### src/rtl/sir_tx_pkg.sv
package sir_tx_pkg;

  // Command strobes from the control half to the pulse datapath
  typedef struct packed {
    logic start;     // begin a pulse on this edge
    logic clear;     // end any pulse on this edge (start wins)
    logic useFixed;  // width mode to latch with start
  } pulseCmd_t;

endpackage

### src/rtl/sir_tx_ctrl.sv
module sir_tx_ctrl
  import sir_tx_pkg::*;
(
  input  logic      clk,
  input  logic      rstN,
  input  logic      uartEn,
  input  logic      sirEn,
  input  logic      fixedMode,
  input  logic      bitStart,
  input  logic      txData,
  output pulseCmd_t cmd,
  output logic      sirActive,
  output logic      txPass
);

  logic cfgUart;
  logic cfgSir;
  logic cfgFixed;

  // Registered controls; cleared by reset
  always_ff @(posedge clk) begin
    if (!rstN) begin
      cfgUart  <= 1'b0;
      cfgSir   <= 1'b0;
      cfgFixed <= 1'b0;
    end else begin
      cfgUart  <= uartEn;
      cfgSir   <= sirEn;
      cfgFixed <= fixedMode;
    end
  end

  assign sirActive = cfgUart & cfgSir;

  always_comb begin
    cmd.start    = sirActive & bitStart & ~txData;
    cmd.clear    = ~sirActive | bitStart;
    cmd.useFixed = cfgFixed;
  end

  assign txPass = sirActive ? 1'b1 : txData;

  AST_PASS_MUTED: assert property (@(posedge clk) disable iff (!rstN)
    ($past(rstN) && $past(uartEn) && $past(sirEn)) |-> txPass);

endmodule

### src/rtl/sir_tx_pulse.sv
module sir_tx_pulse
  import sir_tx_pkg::*;
#(
  parameter int FIXED_CYC  = 30,
  parameter int TICK_COUNT = 3
) (
  input  logic      clk,
  input  logic      rstN,
  input  pulseCmd_t cmd,
  input  logic      tick16,
  output logic      irOut
);

  localparam int CW = $clog2(FIXED_CYC + 1);
  localparam int TW = $clog2(TICK_COUNT + 1);
  localparam int HW = CW + 1;

  logic          pulseOn;
  logic          pulseFixed;
  logic [TW-1:0] tickCnt;
  logic [CW-1:0] cycCnt;
  logic [HW-1:0] hiCnt;

  always_ff @(posedge clk) begin
    if (!rstN) begin
      pulseOn    <= 1'b0;
      pulseFixed <= 1'b0;
      tickCnt    <= '0;
      cycCnt     <= '0;
    end else if (cmd.start) begin
      pulseOn    <= 1'b1;
      pulseFixed <= cmd.useFixed;
      tickCnt    <= '0;
      cycCnt     <= CW'(FIXED_CYC - 1);
    end else if (cmd.clear) begin
      pulseOn    <= 1'b0;
    end else if (pulseOn) begin
      if (pulseFixed) begin
        if (cycCnt == '0) pulseOn <= 1'b0;
        else              cycCnt  <= cycCnt - 1'b1;
      end else if (tick16) begin
        if (tickCnt == TW'(TICK_COUNT - 1)) pulseOn <= 1'b0;
        else                                tickCnt <= tickCnt + 1'b1;
      end
    end
  end

  assign irOut = pulseOn;

  // Length of the current high run, saturating
  always_ff @(posedge clk) begin
    if (!rstN)                            hiCnt <= '0;
    else if (cmd.start)                   hiCnt <= HW'(1);
    else if (pulseOn && hiCnt != '1)      hiCnt <= hiCnt + 1'b1;
    else if (!pulseOn)                    hiCnt <= '0;
  end

  AST_FIXED_WIDTH: assert property (@(posedge clk) disable iff (!rstN)
    ($fell(pulseOn) && $past(pulseFixed) && !$past(cmd.clear)) |-> ($past(hiCnt) == HW'(FIXED_CYC)));

  AST_MODE_HELD: assert property (@(posedge clk) disable iff (!rstN)
    (pulseOn && !cmd.start) |=> (pulseFixed == $past(pulseFixed)));

endmodule

### src/rtl/sir_tx_encoder.sv
module sir_tx_encoder
  import sir_tx_pkg::*;
#(
  parameter int REF_CLK_HZ = 18_432_000,
  parameter int REF_BAUD   = 115_200,
  parameter int PULSE_NUM  = 3,
  parameter int PULSE_DEN  = 16
) (
  input  logic clk,
  input  logic rstN,
  input  logic uartEn,
  input  logic sirEn,
  input  logic fixedMode,
  input  logic bitStart,
  input  logic tick16,
  input  logic txData,
  output logic irOut,
  output logic txPass
);

  localparam int REF_BIT_CYC = REF_CLK_HZ / REF_BAUD;
  localparam int FIXED_CYC   = REF_BIT_CYC * PULSE_NUM / PULSE_DEN;

  pulseCmd_t cmd;
  logic      sirActive;

  sir_tx_ctrl uCtrl (
    .clk       (clk),
    .rstN      (rstN),
    .uartEn    (uartEn),
    .sirEn     (sirEn),
    .fixedMode (fixedMode),
    .bitStart  (bitStart),
    .txData    (txData),
    .cmd       (cmd),
    .sirActive (sirActive),
    .txPass    (txPass)
  );

  sir_tx_pulse #(
    .FIXED_CYC  (FIXED_CYC),
    .TICK_COUNT (PULSE_NUM)
  ) uPulse (
    .clk    (clk),
    .rstN   (rstN),
    .cmd    (cmd),
    .tick16 (tick16),
    .irOut  (irOut)
  );

  AST_NEEDS_BOTH: assert property (@(posedge clk) disable iff (!rstN)
    !(uartEn && sirEn) |-> ##2 !irOut);

  AST_ZERO_ONLY: assert property (@(posedge clk) disable iff (!rstN)
    $rose(irOut) |-> ($past(bitStart) && !$past(txData)));

  AST_NO_STRETCH: assert property (@(posedge clk) disable iff (!rstN)
    (bitStart && txData) |=> !irOut);

endmodule

### config.mk
export PLATFORM = sky130hd
export DESIGN_NAME = sir_tx_encoder
export DESIGN_NICKNAME = d
export VERILOG_FILES = /design/src/rtl/sir_tx_pkg.sv /design/src/rtl/sir_tx_ctrl.sv /design/src/rtl/sir_tx_pulse.sv /design/src/rtl/sir_tx_encoder.sv
export SDC_FILE = /design/constraint.sdc
export NUM_CORES = 1
export LEC_CHECK = 0
export ABC_AREA = 1
export BUFFER_PORTS_ARGS = -buffer_cell sky130_fd_sc_hd__clkbuf_2
export CAP_MARGIN = 10
export CORE_AREA = 4 4 41 43
export CTS_CLUSTER_SIZE = 12
export DETAILED_ROUTE_END_ITERATION = 16
export DIE_AREA = 0 0 45 47
export PLACE_DENSITY = 0.69
export SLEW_MARGIN = 20
export SYNTH_ARGS = -nofsm -noshare
export SYNTH_HDL_FRONTEND = slang
export SYNTH_SLANG_ARGS = --single-unit
export TNS_END_PERCENT = 50
### constraint.sdc
create_clock -name clk -period 1.2 [get_ports clk]
set_input_delay 0.24 -clock clk [delete_from_list [all_inputs] [get_ports clk]]
set_output_delay 0.24 -clock clk [all_outputs]
set_load 0.005 [all_outputs]
# ---- Yosys cells after proc, flatten, opt, wreduce, memory -nomap -nowiden
# Index checks and enable logic that the tools add are counted.
dict set report word_totals {
  wordCells 44
  output_inout_bits 2
  reg_bits 12
  in_bits 8
}
dict set report classes {
  n_bitwise 11
  n_addsub 2
  n_reduce_logical 7
  eq_ne 3
  mux 13
}
# operator count
set op_table {}
lappend op_table {{$mux W5} 5}
lappend op_table {{$mux W1} 8}
lappend op_table {{$reduce_and A4 Y1} 2}
lappend op_table {{$not A1 Y1} 7}
lappend op_table {{$logic_not A5 Y1} 1}
lappend op_table {{$reduce_and A5 Y1} 1}
lappend op_table {{$sub A5 B1 Y5 const B} 1}
lappend op_table {{$reduce_bool A2 Y1} 2}
lappend op_table {{$and A1 B1 Y1} 3}
lappend op_table {{$add A2 B1 Y2 const B} 1}
lappend op_table {{$eq A2 B2 Y1 const B} 1}
lappend op_table {{$ne A2 B1 Y1 const B} 1}
lappend op_table {{$ne A2 B2 Y1 const B} 1}
lappend op_table {{$reduce_or A2 Y1} 1}
lappend op_table {{$or A1 B1 Y1} 1}

# ---- Depth between registers and ports, before layout
dict set report logic_depth {
  depth_word 7
  mapped_depth 8
  depth_no_buf 8
}

# ---- By module
# A second synthesis with hierarchy kept.
dict set report unflattened {
  cells_unflattened 84
  hier_area_um2 609.3
}
# mod instances seq_area_each_um2 cells_per_inst area_each_um2
set by_module_without_submodules {}
lappend by_module_without_submodules {sir_tx_pulse 1 180.2 66 481.7}
lappend by_module_without_submodules {sir_tx_ctrl 1 60.1 18 127.6}

# ---- Worst setup path before layout
# No wires, ideal clock.
dict set report synth_timing {
  path_type {register to register}
  start {register uPulse.tickCnt[0]}
  end {register uPulse.tickCnt[1]}
  synth_period_minus_slack_ps 1116
  slack_ps 84
  setup_time_ps 115
  arrival_time_ps 1001
  t_required_ps 1085
  stages_incl_launch_ff 8
  n_path_buf 0
  path_cell_list {dfxtp_1 inv_1 ha_1 nor2_1 nand4_2 nand2_1 o21ai_1 and2_1}
}
dict set report synth_via {
  elab_chain_cells 3
  elab_cells_between_ends 4
  classes_between {add/sub: 1; eq/ne: 1; bitwise: 1; reduce/logical: 1}
}
# item line
set synth_lines {}
lappend synth_lines {{start: declaration} sir_tx_pulse.sv:20} ;# logic [TW-1:0] tickCnt;
lappend synth_lines {{start signal: assignment} sir_tx_pulse.sv:43} ;# else tickCnt <= tickCnt + 1'b1;
lappend synth_lines {{$eq A2 B2 Y1} sir_tx_pulse.sv:42} ;# if (tickCnt == TW'(TICK_COUNT - 1)) pulseOn <= 1'b0;
lappend synth_lines {{$not A1 Y1 (no source line)} n/a}
lappend synth_lines {{$reduce_and A5 Y1 (no source line)} n/a}
# Parallel ways exist; a longest one is shown, timed or not.
# A chain may end at the register's enable or synchronous reset.

# ---- Worst setup path after layout
dict set report layout_timing {
  start {register uPulse.cycCnt[0]}
  end {register uPulse.cycCnt[2]}
}
dict set report layout_via {
  elab_chain_cells 6
  elab_cells_between_ends 9
  classes_between {add/sub: 1; eq/ne: 1; mux: 5; reduce/logical: 2}
}
# item line
set layout_lines {}
lappend layout_lines {{start: declaration} sir_tx_pulse.sv:21} ;# logic [CW-1:0] cycCnt;
lappend layout_lines {{start signal: assignment} sir_tx_pulse.sv:34} ;# cycCnt <= CW'(FIXED_CYC - 1);
lappend layout_lines {{start signal: assignment} sir_tx_pulse.sv:40} ;# else cycCnt <= cycCnt - 1'b1;
lappend layout_lines {{$sub A5 B1 Y5} sir_tx_pulse.sv:40}
lappend layout_lines {{$mux W5} sir_tx_pulse.sv:39} ;# if (cycCnt == '0) pulseOn <= 1'b0;
lappend layout_lines {{$mux W5} sir_tx_pulse.sv:38} ;# if (pulseFixed) begin
lappend layout_lines {{$mux W5} sir_tx_pulse.sv:37} ;# end else if (pulseOn) begin
lappend layout_lines {{$mux W5} sir_tx_pulse.sv:35} ;# end else if (cmd.clear) begin
lappend layout_lines {{$mux W5} sir_tx_pulse.sv:30} ;# end else if (cmd.start) begin
# Parallel ways exist; a longest one is shown, timed or not. The select of a mux whose other input is x is not followed.

==> reports/metrics.csv <==
metric,value,unit
Synth area leaders,"dfxtp_1 (42%), inv_1 (10%), nand2_1 (9.8%), nand3_1 (7.8%), a21oi_1 (4.3%)",
"top cells by count, synth","inv_1 (16), nand2_1 (15), dfxtp_1 (12)",
Yosys warnings,0,
Post-Synthesis Cell Area,577,µm²
max_slew headroom,0.895,
Clk pwr share,0.332,
Unique masters post-synth,17,
Post-CTS Setup Bufs,0,
Via Count,509,
Core Rows,13,
logic gate share of total power,0.073,
CTS H-tree lvls,1,
post-DR vias/cell,4.76,
First-pass DRT Iterations,4,
final instance area,733,µm²
syn_area_per_cell,7.49,µm²
Sink Count,12,
sequential share of power,0.595,
cell area after placement,663,µm²
Port Buf Inserts,9,
Worst Path Required,1.37,ns
CTS tree,done,
share of layout cells above drive strength 1,0.315,
min Tclk post-route,1.13,ns
Peak supply drop,0.517,mV
top cell type's share of synthesized area,0.416,
Remaining DRCs,0,
net switching power,0.000149,W
Worst Path Arrival,1.29,ns
GRT Total Usage,0.126,
worst min path class,primary input to flip-flop,
Worst Tran Pin Value,0.156,ns
WS Path Type,flip-flop to flip-flop,
crit start category,flip-flop,
Mapped Nets,87,
"CTS clk-pin slew, worst paths",0.07,ns
Main synth FF type,dfxtp_1,
Die Footprint,0.00212,mm²
"Seq/Total Area, Yosys",0.416,
drt total wl,1110,µm
Cells after Synth,77,
die height,47,µm
Slowest Stage Delay on Critical Path,0.33,ns
WL/cell,10.4,µm
post-route ant nets,0,
worst-case clock buffer depth,2,
Final Util,0.563,
Setup Viol. Count Final,0,
"FF+latch count, synth",12,
clk_skew,0.00202,ns
Die Wd,45,µm
core footprint,0.00130,mm²
initial antenna violation count,0,
crit end category,flip-flop,
root buffer cell,clkbuf_4,
CP max-delay cell,dfxtp_2,
"critical path, cell by cell",inv_1 -> ha_2 -> buf_4 -> nand3_1 -> nand2_1 -> nand3_1 -> nand2_1 -> inv_1,
worst skew pair latency,0.26,ns
f_max,0.885,GHz
vias in the first global route,477,
pwr dens,946,mW/mm²
max_cap viols,0,
largest net degree at the start of global routing,9,
Internal Power,0.000544,W
Hold WS,0.159,ns
Max Fanout on Critical Path,3,
"FFs w/ async S/R, synth",0,
gpl congestion,0.869,
number of I/O pins,10,
Pleak,0.330,nW
DP HPWL,851,µm
"Hold-fix buffers, CTS",0,
Synth area leader,dfxtp_1,
Final Cycle Share,0.942,
most frequent cell after synthesis,inv_1,
final hold violation count,0,
gr ovfl total,0,
Initial Util,0.443,
Switching Share,0.215,
Synth-to-Final Area Change,27.1,%
Final nets,104,
Starting DRT DRC Count,8,
status,finished clean,
Post-synth EDFFs,0,
number of CTS-inserted buffers,3,
first-pass GRT wire length,1930,µm
n_diodes,0,
max-slew violation count,0,
## routing by layer
metal | up-vias | global-route usage | routed length (µm)
met5 | - | 0 | 0
met4 | 0 | 0.0702 | 12
met3 | 2 | 0.0383 | 66
met2 | 14 | 0.189 | 490
met1 | 212 | 0.161 | 544
li1 | 281 | - | -
## state kept, by name, indices dropped and copies added (netlist names)
register and count:
uPulse.cycCnt 5, uPulse.tickCnt 2, uCtrl.cfgFixed 1, uCtrl.cfgSir 1, uCtrl.cfgUart 1, uPulse.irOut 1, uPulse.pulseFixed 1
## metrics by stage
step	setup WS (ns)	TNS [ns]	instances	total power, W
floorplan	0.0839	0	77	0.000443
global placement	0.0334	0	104	0.000467
detailed placement	-0.0186	-0.0186	104	0.000467
CTS	0.00932	0	107	0.000701
global route	-0.0249	-0.0347	107	0.000727
finish	0.0702	0	107	0.000693
## repair_timing
item,CTS,global route
gates resized for setup,2,10
pin swaps,3,5
endpoints found under the setup margin,1,8
## area by class of cell
cell class,count,area [µm²]
Clock buffer,3,22.5
Fill cell,132,568
Inverter,16,60.1
Multi-Input combinational cell,49,320
Sequential cell,12,244
Tap cell,15,18.8
Timing Repair Buffer,12,67.6
## worst max-delay path: cells and delay by family (launching register included)
kind                     cells  cell delay (ns)
buffers and inverters        3             0.24
adder cells (fa/ha/maj)      1             0.22
AND/OR/NAND/NOR              4             0.25
flip-flops                   1             0.33
## placed cells by master, fill, tap and decap left out, types with 2 or more instances in the layout
| cell | instances |
|---|---|
| o21ai_1 | 2 |
| nor2_2 | 2 |
| nand4_1 | 2 |
| nand3_1 | 9 |
| nand2_2 | 2 |
| dfxtp_1 | 9 |
| a21oi_1 | 5 |
| clkbuf_4 | 3 |
| nor2_4 | 2 |
| o21ai_0 | 2 |
| clkbuf_2 | 9 |
| buf_4 | 3 |
| and2_1 | 2 |
| nand2_1 | 13 |
| dfxtp_2 | 3 |
| inv_1 | 16 |
## cells by family (layout without fill, tap and decap cells)
logic type,Yosys count,after routing,synth area share
compound gates,11,11,0.102
fa+ha+maj,2,2,0.0434
buf+inv,16,31,0.104
flops,12,12,0.416
simple gates,36,36,0.334
## power by group through the flow
| stage | clock network, W | registers [W] | logic [W] |
|---|---|---|---|
| 6_report | 0.000230 | 0.000413 | 0.0000507 |
| 5_1_grt | 0.000256 | 0.000414 | 0.0000570 |
| 4_1_cts | 0.000243 | 0.000411 | 0.0000476 |
| 3_5_place_dp | 0 | 0.000420 | 0.0000474 |
| 3_3_place_gp | 0 | 0.000420 | 0.0000473 |
| 2_1_floorplan | 0 | 0.000419 | 0.0000238 |
## worst paths after layout
kind                                  startpoint                to  slack [ns]  cells past startpoint
worst max-delay path            uPulse.cycCnt[0]  uPulse.cycCnt[2]        0.07                      8
worst min-delay path                   fixedMode    uCtrl.cfgFixed        0.16                      3
worst max register to register  uPulse.cycCnt[0]  uPulse.cycCnt[2]        0.07                      8
worst min register to register  uPulse.cycCnt[4]  uPulse.cycCnt[4]        0.47                      2
(Power assumes the default switching activity.)
